## config.mk

```make
export PLATFORM = sky130hd
export DESIGN_NAME = gpio_cause_bank
export DESIGN_NICKNAME = d
export VERILOG_FILES = /design/src/rtl/gpiob_pkg.sv /design/src/rtl/gpiob_sync.sv /design/src/rtl/gpiob_edge_cause.sv /design/src/rtl/gpiob_group_or.sv /design/src/rtl/gpio_cause_bank.sv
export SDC_FILE = /design/constraint.sdc
export NUM_CORES = 1
export LEC_CHECK = 0
export ABC_AREA = 1
export BUFFER_PORTS_ARGS = -buffer_cell sky130_fd_sc_hd__buf_2
export CORE_ASPECT_RATIO = 1.75
export CORE_UTILIZATION = 52
export CTS_BUF_LIST = sky130_fd_sc_hd__clkbuf_16
export CTS_CLUSTER_SIZE = 30
export DETAILED_ROUTE_END_ITERATION = 10
export PLACE_DENSITY = 0.83
export RECOVER_POWER = 100
export SLEW_MARGIN = 20
export SYNTH_ARGS = -nofsm -noshare
export SYNTH_HDL_FRONTEND = slang
export SYNTH_SLANG_ARGS = --single-unit
```

## constraint.sdc

```tcl
create_clock -name clk -period 1.22 [get_ports clk]
set_clock_uncertainty 0.1 [all_clocks]
set_input_delay 0.122 -clock clk [delete_from_list [all_inputs] [get_ports clk]]
set_output_delay 0.122 -clock clk [all_outputs]
set_load 0.01 [all_outputs]
```

## src/rtl/gpiob_pkg.sv

```systemverilog
package gpiob_pkg;
    typedef enum logic [2:0] {
        REG_DIR    = 3'd0,
        REG_OUT    = 3'd1,
        REG_POL    = 3'd2,
        REG_DIN    = 3'd3,
        REG_ECAUSE = 3'd4,
        REG_EMASK  = 3'd5,
        REG_LMASK  = 3'd6,
        REG_NONE   = 3'd7
    } reg_sel_e;
endpackage

```

## src/rtl/gpiob_sync.sv

```systemverilog
module gpiob_sync #(
    parameter int W      = 32,
    parameter int STAGES = 2
) (
    input  logic         clk,
    input  logic         rst_n,
    input  logic [W-1:0] d,
    output logic [W-1:0] q
);
    logic [W-1:0] stage_q [STAGES];

    always_ff @(posedge clk or negedge rst_n) begin
        if (!rst_n) begin
            for (int i = 0; i < STAGES; i++) stage_q[i] <= '0;
        end else begin
            stage_q[0] <= d;
            for (int i = 1; i < STAGES; i++) stage_q[i] <= stage_q[i-1];
        end
    end

    assign q = stage_q[STAGES-1];
endmodule

```

## src/rtl/gpiob_edge_cause.sv

```systemverilog
module gpiob_edge_cause #(
    parameter int W = 32
) (
    input  logic         clk,
    input  logic         rst_n,
    input  logic [W-1:0] din,
    input  logic         clr_we,
    input  logic [W-1:0] clr_data,
    output logic [W-1:0] din_prev,
    output logic [W-1:0] cause
);
    logic [W-1:0] rise;
    logic [W-1:0] keep;

    // A 0-to-1 change of data-in is an event. An event in the same cycle wins over a clear.
    assign rise = din & ~din_prev;
    assign keep = clr_we ? clr_data : '1;

    always_ff @(posedge clk or negedge rst_n) begin
        if (!rst_n) begin
            din_prev <= '0;
            cause    <= '0;
        end else begin
            din_prev <= din;
            cause    <= (cause & keep) | rise;
        end
    end
endmodule

```

## src/rtl/gpiob_group_or.sv

```systemverilog
module gpiob_group_or #(
    parameter int W = 32,
    parameter int G = 8,
    localparam int NG = W / G
) (
    input  logic [W-1:0]  line_cause,
    output logic [NG-1:0] grp
);
    for (genvar g = 0; g < NG; g++) begin : g_grp
        assign grp[g] = |line_cause[g*G +: G];
    end
endmodule

```

## src/rtl/gpio_cause_bank.sv

```systemverilog
module gpio_cause_bank #(
    parameter int LINES  = 32,
    parameter int GROUP  = 8,
    localparam int NGROUP = LINES / GROUP
) (
    input  logic              clk,
    input  logic              rst_n,
    input  logic [2:0]        reg_addr,
    input  logic              reg_wr,
    input  logic [LINES-1:0]  reg_wdata,
    output logic [LINES-1:0]  reg_rdata,
    input  logic [LINES-1:0]  pin_in,
    output logic [LINES-1:0]  pin_out,
    output logic [LINES-1:0]  pin_oe,
    output logic [NGROUP-1:0] irq_group
);
    import gpiob_pkg::*;

    reg_sel_e         sel;
    logic [LINES-1:0] dir_q, out_q, pol_q, emask_q, lmask_q;
    logic [LINES-1:0] pin_sync, din, din_prev, ecause_q, line_cause;

    assign sel = reg_sel_e'(reg_addr);

    always_ff @(posedge clk or negedge rst_n) begin
        if (!rst_n) begin
            dir_q   <= '1;
            out_q   <= '0;
            pol_q   <= '0;
            emask_q <= '0;
            lmask_q <= '0;
        end else if (reg_wr) begin
            unique case (sel)
                REG_DIR:   dir_q   <= reg_wdata;
                REG_OUT:   out_q   <= reg_wdata;
                REG_POL:   pol_q   <= reg_wdata;
                REG_EMASK: emask_q <= reg_wdata;
                REG_LMASK: lmask_q <= reg_wdata;
                default:   ;
            endcase
        end
    end

    gpiob_sync #(.W(LINES), .STAGES(2)) u_sync (
        .clk   (clk),
        .rst_n (rst_n),
        .d     (pin_in),
        .q     (pin_sync)
    );

    assign din = pin_sync ^ pol_q;

    gpiob_edge_cause #(.W(LINES)) u_edge (
        .clk      (clk),
        .rst_n    (rst_n),
        .din      (din),
        .clr_we   (reg_wr && sel == REG_ECAUSE),
        .clr_data (reg_wdata),
        .din_prev (din_prev),
        .cause    (ecause_q)
    );

    assign line_cause = (din & lmask_q) | (ecause_q & emask_q);

    gpiob_group_or #(.W(LINES), .G(GROUP)) u_grp (
        .line_cause (line_cause),
        .grp        (irq_group)
    );

    always_comb begin
        unique case (sel)
            REG_DIR:    reg_rdata = dir_q;
            REG_OUT:    reg_rdata = out_q;
            REG_POL:    reg_rdata = pol_q;
            REG_DIN:    reg_rdata = din;
            REG_ECAUSE: reg_rdata = ecause_q;
            REG_EMASK:  reg_rdata = emask_q;
            REG_LMASK:  reg_rdata = lmask_q;
            REG_NONE:   reg_rdata = '0;
        endcase
    end

    assign pin_out = out_q;
    assign pin_oe  = ~dir_q;
endmodule

```

==> results of run 1 <==
-- state kept, by name, indices dropped and copies added (netlist names) --
| register | flops |
|---|---|
| dir_q | 32 |
| emask_q | 32 |
| lmask_q | 32 |
| pin_out | 32 |
| pol_q | 32 |
| u_edge.cause | 32 |
| u_edge.din_prev | 32 |
| u_sync.q | 32 |
| u_sync.stage_q | 32 |
-- kinds of logic after synthesis --
family                 count (synthesis)  share of synthesized area, %
buffers and inverters                292                          8.69
AOI/OAI and AO/OA                    212                          8.30
and+or+nand+nor                      822                          26.3
DFF                                  288                          56.7
-- final cells by class --
cell class	count	share of cell area [%]
Antenna cell	2	0.0298
Clock buffer	27	4.02
Clock inverter	23	1.13
Inverter	226	5.05
Multi-Input combinational cell	1034	27.6
Sequential cell	288	43.2
Tap cell	308	2.29
Timing Repair Buffer	359	16.7
-- per-layer routing --
metal	global-route usage, %	wire length [um]
met5	0	0
met1	34.7	13900
met3	3.70	2720
met2	54.1	20400
met4	23.5	3010
-- what timing repair did --
| action | 4_1_cts | 5_1_grt |
|---|---|---|
| pin swaps | 19 | 50 |
| resized for setup | 40 | 147 |
| endpoints found under the hold margin | 512 | 16 |
| setup buffers | 13 | 16 |
| endpoints found under the setup margin | 100 | 103 |
-- Yosys cell counts (all sizes together) --
library cell,count,area share (%)
buf,19,0.68
nor3,1,0.13
o21ai,212,8.3
nand3,157,6.3
inv,226,6.6
dfstp,32,6.6
nand2,511,15
dfrtp,256,50
clkbuf,47,1.4
nand4,9,0.56
nor2,144,4.3
-- report_power, final --
| part | internal, mW | switching, mW | total, mW | leakage [nW] |
|---|---|---|---|---|
| clock network | 4.67 | 3.71 | 8.38 | 0.444 |
| registers | 11.1 | 1.19 | 12.3 | 3.36 |
| logic | 2.68 | 3.37 | 6.04 | 4.87 |
| total | 18.5 | 8.26 | 26.7 | 8.68 |
-- per-stage QoR --
step           cell area, um^2  hold WS, ns
3_3_place_gp             14800       -0.115
4_1_cts                  16500       -0.100
3_5_place_dp             14800       -0.111
5_1_grt                  16800        0.111
2_1_floorplan            12800       -0.274
6_report                 16800       0.0802
-- worst min-delay path by stage --
| stage | cells after the start | startpoint | slack, ns | endpoint |
|---|---|---|---|---|
| after floorplan | 0 | rst_n | -0.27 | emask_q[0] |
| after global placement | 1 | rst_n | -0.12 | u_edge.din_prev[27] |
| after detailed placement | 1 | rst_n | -0.11 | u_edge.cause[29] |
| after CTS | 2 | rst_n | -0.10 | lmask_q[31] |
| after global routing | 2 | pin_in[18] | 0.11 | u_sync.stage_q[50] |
| final | 2 | rst_n | 0.08 | u_edge.din_prev[29] |
-- worst reg2reg max path: stages (launching register included) --
cell,delay (ns)
dfrtp_2,0.42
inv_2,0.07
nand2_2,0.08
nand2_2,0.08
buf_4,0.14
buf_4,0.13
inv_1,0.04
o21ai_1,0.05
==> metrics.md, run 1 <==
| Metric | Value |
|---|---|
| FP Rows | `75` |
| Die width | `~120 um` |
| Area of the multi-input gates | `4640 um^2` |
| FMAX | `529 MHz` |
| Final Util | `70.0%` |
| Clock Path Buffers | `3` |
| Fin worst setup slack | `-0.669 ns` |
| Status | `finished with violations` |
| Least-Margin Pin Slew | `~0.7 ns` |
| Final setup violation count | `109` |
| Commonest non-fill, non-tap cell in the layout | `nand2_1` |
| Share of layout cells above drive strength 1 | `25.8%` |
| Routed len/inst | `roughly 18 um` |
| Critical path launch point | `pol_q[23]` |
| Synth Net Count | `1684` |
| Worst path slowest cell | `dfrtp_1` |
| Number of global-route vias before repair | `about 13000` |
| Core area | `about 24000 um^2` |
| #FFs+latches synth | `between 200 and 300` |
| Worst Setup End Kind | `primary output` |
| CP Class | `register to primary output` |
| Final slew viol count | `0` |
| LEAKAGE | `8.68 nW` |
| Reg2reg path depth | `7` |
| Die height | `209 um` |
| DRT Pass-1 Iters | `8` |
| Violated checks | `negative setup slack` |
| Crit path time final | `1.89 ns` |
| Pwr dens | `1590 nW/um^2` |
| Clk slew on worst S/H paths | `about 0.060 ns` |
| Place WS | `-0.373 ns` |
| Placed cells | `2124` |
| Synth Warn # | `0` |
| Reg2reg end | `u_edge.cause[20]` |
| CP Buf/Inv Count | `3` |
| Antenna-violating nets left | `0` |
| Inserted Clock Buffers | `27` |
| RSZ-0062 raised after global routing | `yes` |
| Die footprint | `25200 um^2` |
| Area of the mapped netlist | `approximately 13000 um^2` |
| Final nets | `around 2000` |
| Post-route insts no fill | `2267` |
| Hold WC Path Type | `input pin to asynchronous set/reset pin` |
| Via density | `between 5 and 6` |
| Post-Route WL | `40000 um` |
| Commonest cells after routing, fill and taps aside | `nand2_1 (453), dfrtp_1 (250), inv_1 (181), nand3_1 (143), buf_2 (133)` |
| Latest clock arrival within the worst-skew pair | `0.55 ns` |
| Sink Count | `288` |
| Worst path top cell family by delay | `buffers and inverters` |
| Worst setup path end | `reg_rdata[23]` |
| Reg area | `7250 um^2` |
| Crit-path cells | `buf_4, buf_4, nand3_1, nand2_1, nor2_1, nand3_1, buf_2` |
| Post-DP HPWL | `24500 um` |
| CP startpoint kind | `register` |
| Register area share after synthesis | `56.7%` |
| Final worst path period share | `155%` |
| CTS tree | `yes` |
| Peak VDD IR | `between 1 and 1.5 mV` |
| GPL Wtd Cong | `0.864` |
| Max-cap check violation count | `0` |
| R2r setup slk | `0 ns` |
| DRC violation count after routing | `0` |
| Fillers | `1753` |
| Final Power | `between 20 and 30 mW` |
| Initial antenna violation count | `2` |
| Global-route wire length before repair | `between 60000 and 70000 um` |
| Critical Path Max Stage Delay | `0.40 ns` |
| Worst EP arrival | `1.67 ns` |
| GRT Overall Usage | `31.2%` |
| Largest net degree at the start of global routing | `65` |
| Area grow syn2layout | `31.5%` |
| Post-Syn Instances | `1614` |
| Synthesized area per cell | `between 7 and 8 um^2` |
| Hold_buf cts | `65` |
| DR iter-0 viols | `between 900 and 1000` |
| Total number of vias | `about 13000` |
| Io pins | `170` |
| Final hold violation count | `0` |
| Max_slew headroom | `51.9%` |
| CTS Root Cell | `clkbuf_16` |
| Port bufs | `169` |
| # H-tree levels | `1` |
| Critical path depth | `7` |
| Setup TNS | `-32.70 ns` |
| Grt ovf | `0` |
| Crit Path Max Fanout | `3` |
| CP required | `1.00 ns` |
| Initial core utilization | `53.2%` |
| Post-synthesis cell type count | `19` |
| Worst r2r src | `pol_q[20]` |
Power figures use the tool's default switching activity.
==> inputs of run 2 (changes only) <==
--- a/config.mk
+++ b/config.mk
@@ -8,11 +8,11 @@
 export ABC_AREA = 1
 export BUFFER_PORTS_ARGS = -buffer_cell sky130_fd_sc_hd__buf_2
 export CORE_ASPECT_RATIO = 1.75
-export CORE_UTILIZATION = 52
+export CORE_UTILIZATION = 58
 export CTS_BUF_LIST = sky130_fd_sc_hd__clkbuf_16
 export CTS_CLUSTER_SIZE = 30
 export DETAILED_ROUTE_END_ITERATION = 10
-export PLACE_DENSITY = 0.83
+export PLACE_DENSITY = 0.87
 export RECOVER_POWER = 100
 export SLEW_MARGIN = 20
 export SYNTH_ARGS = -nofsm -noshare
==> constraint.sdc (replaced) <==
create_clock -name clk -period 2 [get_ports clk]
set_clock_uncertainty 0.1 [all_clocks]
set_input_delay 0.2 -clock clk [delete_from_list [all_inputs] [get_ports clk]]
set_output_delay 0.2 -clock clk [all_outputs]
set_load 0.01 [all_outputs]
==> run 2 against run 1 <==
Final cell count shrank 3.4%. Largest cell class unchanged. Count of clock-buffer cells in the layout is the same. The run still ends with negative setup slack left. Wire length shrank 5.8%. Combinational power shrank 48%. Via count shrank 3.9%.
==> metrics.md, run 2 (synthesized netlist as in run 1, its figures left out) <==
| Metric | Value |
|---|---|
| Worst Setup End Kind | `primary output` |
| GRT Overall Usage | `33.4% (+2.2 points)` |
| CTS tree | `yes` |
| Number of global-route vias before repair | `12100 (-4.4%)` |
| Core area | `21600 um^2 (-10%)` |
| P_int | `10.8 mW (-41%)` |
| Least-Margin Pin Slew | `1.43 ns (+0.710 ns)` |
| Worst EP arrival | `1.72 ns (+0.05 ns)` |
| FMAX | `495 MHz` |
| Final worst path period share | `101%` |
| Hold WC Path Type | `input pin to register` |
| CP required | `1.70 ns (+0.70 ns)` |
| Area grow syn2layout | `25.1%` |
| Die height | `198 um (-5.3%)` |
| CTS Root Cell | `clkbuf_16` |
| Critical path launch point | `u_edge.cause[8]` |
| Share of layout cells above drive strength 1 | `19.6% (-6.1 points)` |
| Initial core utilization | `59.2% (+6.0 points)` |
| LEAKAGE | `8.29 nW (-4.5%)` |
| Sw Ratio | `30.5% (-0.40 points)` |
| Pwr dens | `977 nW/um^2 (-39%)` |
| Worst setup path end | `irq_group[1]` |
| Crit path time final | `2.02 ns` |
| Fin worst setup slack | `-0.0193 ns (+0.650 ns)` |
| Reg2reg end | `u_edge.cause[29]` |
| Global-route wire length before repair | `58500 um (-4.6%)` |
| CP Class | `register to primary output` |
| Reg area | `7250 um^2 (about the same)` |
| Worst r2r src | `pol_q[29]` |
| Latest clock arrival within the worst-skew pair | `0.54 ns (about the same)` |
| Max_slew headroom | `4.61% (-47 points)` |
| Register share of total power | `48.0% (+2.0 points)` |
| Die footprint | `22700 um^2 (-10%)` |
| Total number of vias | `12100 (-3.9%)` |
| Final nets | `1945 (-3.0%)` |
| Post-DP HPWL | `23700 um (-3.4%)` |
| Comb power frac | `20.0% (-2.6 points)` |
| Reg2reg path depth | `7 (unchanged)` |
| Final slew viol count | `0 (unchanged)` |
| Max-cap check violation count | `0 (unchanged)` |
| Inserted Clock Buffers | `26 (-3.7%)` |
| Area of the multi-input gates | `4580 um^2 (-1.3%)` |
| Peak VDD IR | `0.908 mV (-32%)` |
| Antenna-violating nets left | `0 (unchanged)` |
| Largest net degree at the start of global routing | `66 (+1.5%)` |
| Sink Count | `288 (unchanged)` |
| Die width | `114 um (-5.2%)` |
| Clock Path Buffers | `3 (unchanged)` |
| FP Rows | `71 (-5.3%)` |
| Via density | `5.51 (-0.47%)` |
| Place WS | `0.285 ns (+0.658 ns)` |
| R2r setup slk | `0.83 ns (+0.83 ns)` |
| Commonest non-fill, non-tap cell in the layout | `nand2_1` |
| Routed len/inst | `17.2 um (-2.5%)` |
| Grt ovf | `0 (unchanged)` |
| DRC violation count after routing | `0 (unchanged)` |
| Port bufs | `169 (unchanged)` |
| Initial antenna violation count | `2 (unchanged)` |
| Post-Route WL | `37600 um (-5.8%)` |
| Final setup violation count | `1 (-99%)` |
| # H-tree levels | `1 (unchanged)` |
| CP startpoint kind | `register` |
| Clk slew on worst S/H paths | `0.07 ns (about the same)` |
| Violated checks | `negative setup slack` |
| Final Util | `74.0% (+4.1 points)` |
| Io pins | `170 (unchanged)` |
| DR iter-0 viols | `1042 (+4.4%)` |
| RSZ-0062 raised after global routing | `yes` |
| P_sw | `4.76 mW (-42%)` |
| Crit Path Max Fanout | `3 (unchanged)` |
| Final hold violation count | `0 (unchanged)` |
| Fillers | `1480 (-16%)` |
| DRT Pass-1 Iters | `7 (-1)` |
| GPL Wtd Cong | `0.877 (+1.6%)` |
| Status | `finished with violations` |
| Commonest cells after routing, fill and taps aside | `nand2_1 (472), dfrtp_1 (252), inv_1 (219), buf_2 (163), nand3_1 (147)` |
| Clock share of power | `32.0% (+0.6 points)` |
-- run 2: cell count changes in the layout (fill, tap and decap cells not counted), moves of 5 or more --
cell / before / now
o21ai_0: 126 / 111
inv_2: 50 / 12
o21ai_1: 86 / 101
buf_4: 92 / 53
buf_2: 133 / 163
nand2_2: 56 / 38
nor2_2: 14 / 7
buf_6: 38 / 4
nor2_1: 129 / 135
nand2_1: 453 / 472
clkbuf_4: 5 / 0
inv_1: 181 / 219
-- run 2: power groups by stage --
stage	sequential (mW)	clock (mW)	combinational (mW)
floorplan	7.41	0	1.64
global route	7.58	5.23	3.50
global placement	7.49	0	2.61
finish	7.49	4.99	3.13
detailed placement	7.54	0	2.73
CTS	7.44	5.03	2.86
-- run 2: layer usage --
metal	global-route usage [%]	wire length [um]	part of all wire, %
met1	37.5	13200	35
met2	58.7	19400	52
met3	4.35	2540	6.8
met4	22.4	2500	6.6
met5	0	0	0
-- run 2: worst max-delay path: stages, from the launching register on --
cell,delay (ns)
dfrtp_1,0.42
nand2_1,0.16
nand4_1,0.15
nor2_1,0.19
nand3_2,0.11
buf_2,0.15
-- run 2: stage by stage --
stage	hold WS [ns]	power (mW)	instance area (um^2)	cells	TNS (ns)
final	0.156	15.6	16000	2189	-0.0193
after global routing	0.164	16.3	16000	2188	-0.439
after CTS	0.0672	15.3	15700	2165	0
after detailed placement	0.0415	10.3	14200	2051	0
after global placement	0.0397	10.1	14200	2051	0
after floorplan	-0.196	9.05	12800	1614	0
-- run 2: layout make-up --
type	count	share of cell area (%)
Clock buffer	27	4.23
Timing Repair Buffer	299	13.1
Multi-Input combinational cell	1034	28.6
Sequential cell	288	45.4
Clock inverter	21	1.02
Tap cell	292	2.29
Antenna cell	2	0.0313
Inverter	226	5.31
-- run 2: how the worst min path moves through the flow --
stage / startpoint / endpoint / depth (start not counted)
2_1_floorplan: rst_n / emask_q[0] / 0
3_3_place_gp: rst_n / u_sync.stage_q[32] / 1
3_5_place_dp: rst_n / u_sync.stage_q[32] / 1
4_1_cts: rst_n / u_sync.stage_q[32] / 2
5_1_grt: reg_wr / dir_q[4] / 4
6_report: reg_wr / dir_q[2] / 4
-- run 2: repair_timing --
item / CTS / global route
cloned: 0 / 0
setup buffers: 1 / 23
endpoints found under the setup margin: 2 / 26
hold buffers: 65 / 0
endpoints found under the hold margin: 478 / 0
pin swaps: 0 / 29
resized for setup: 2 / 76
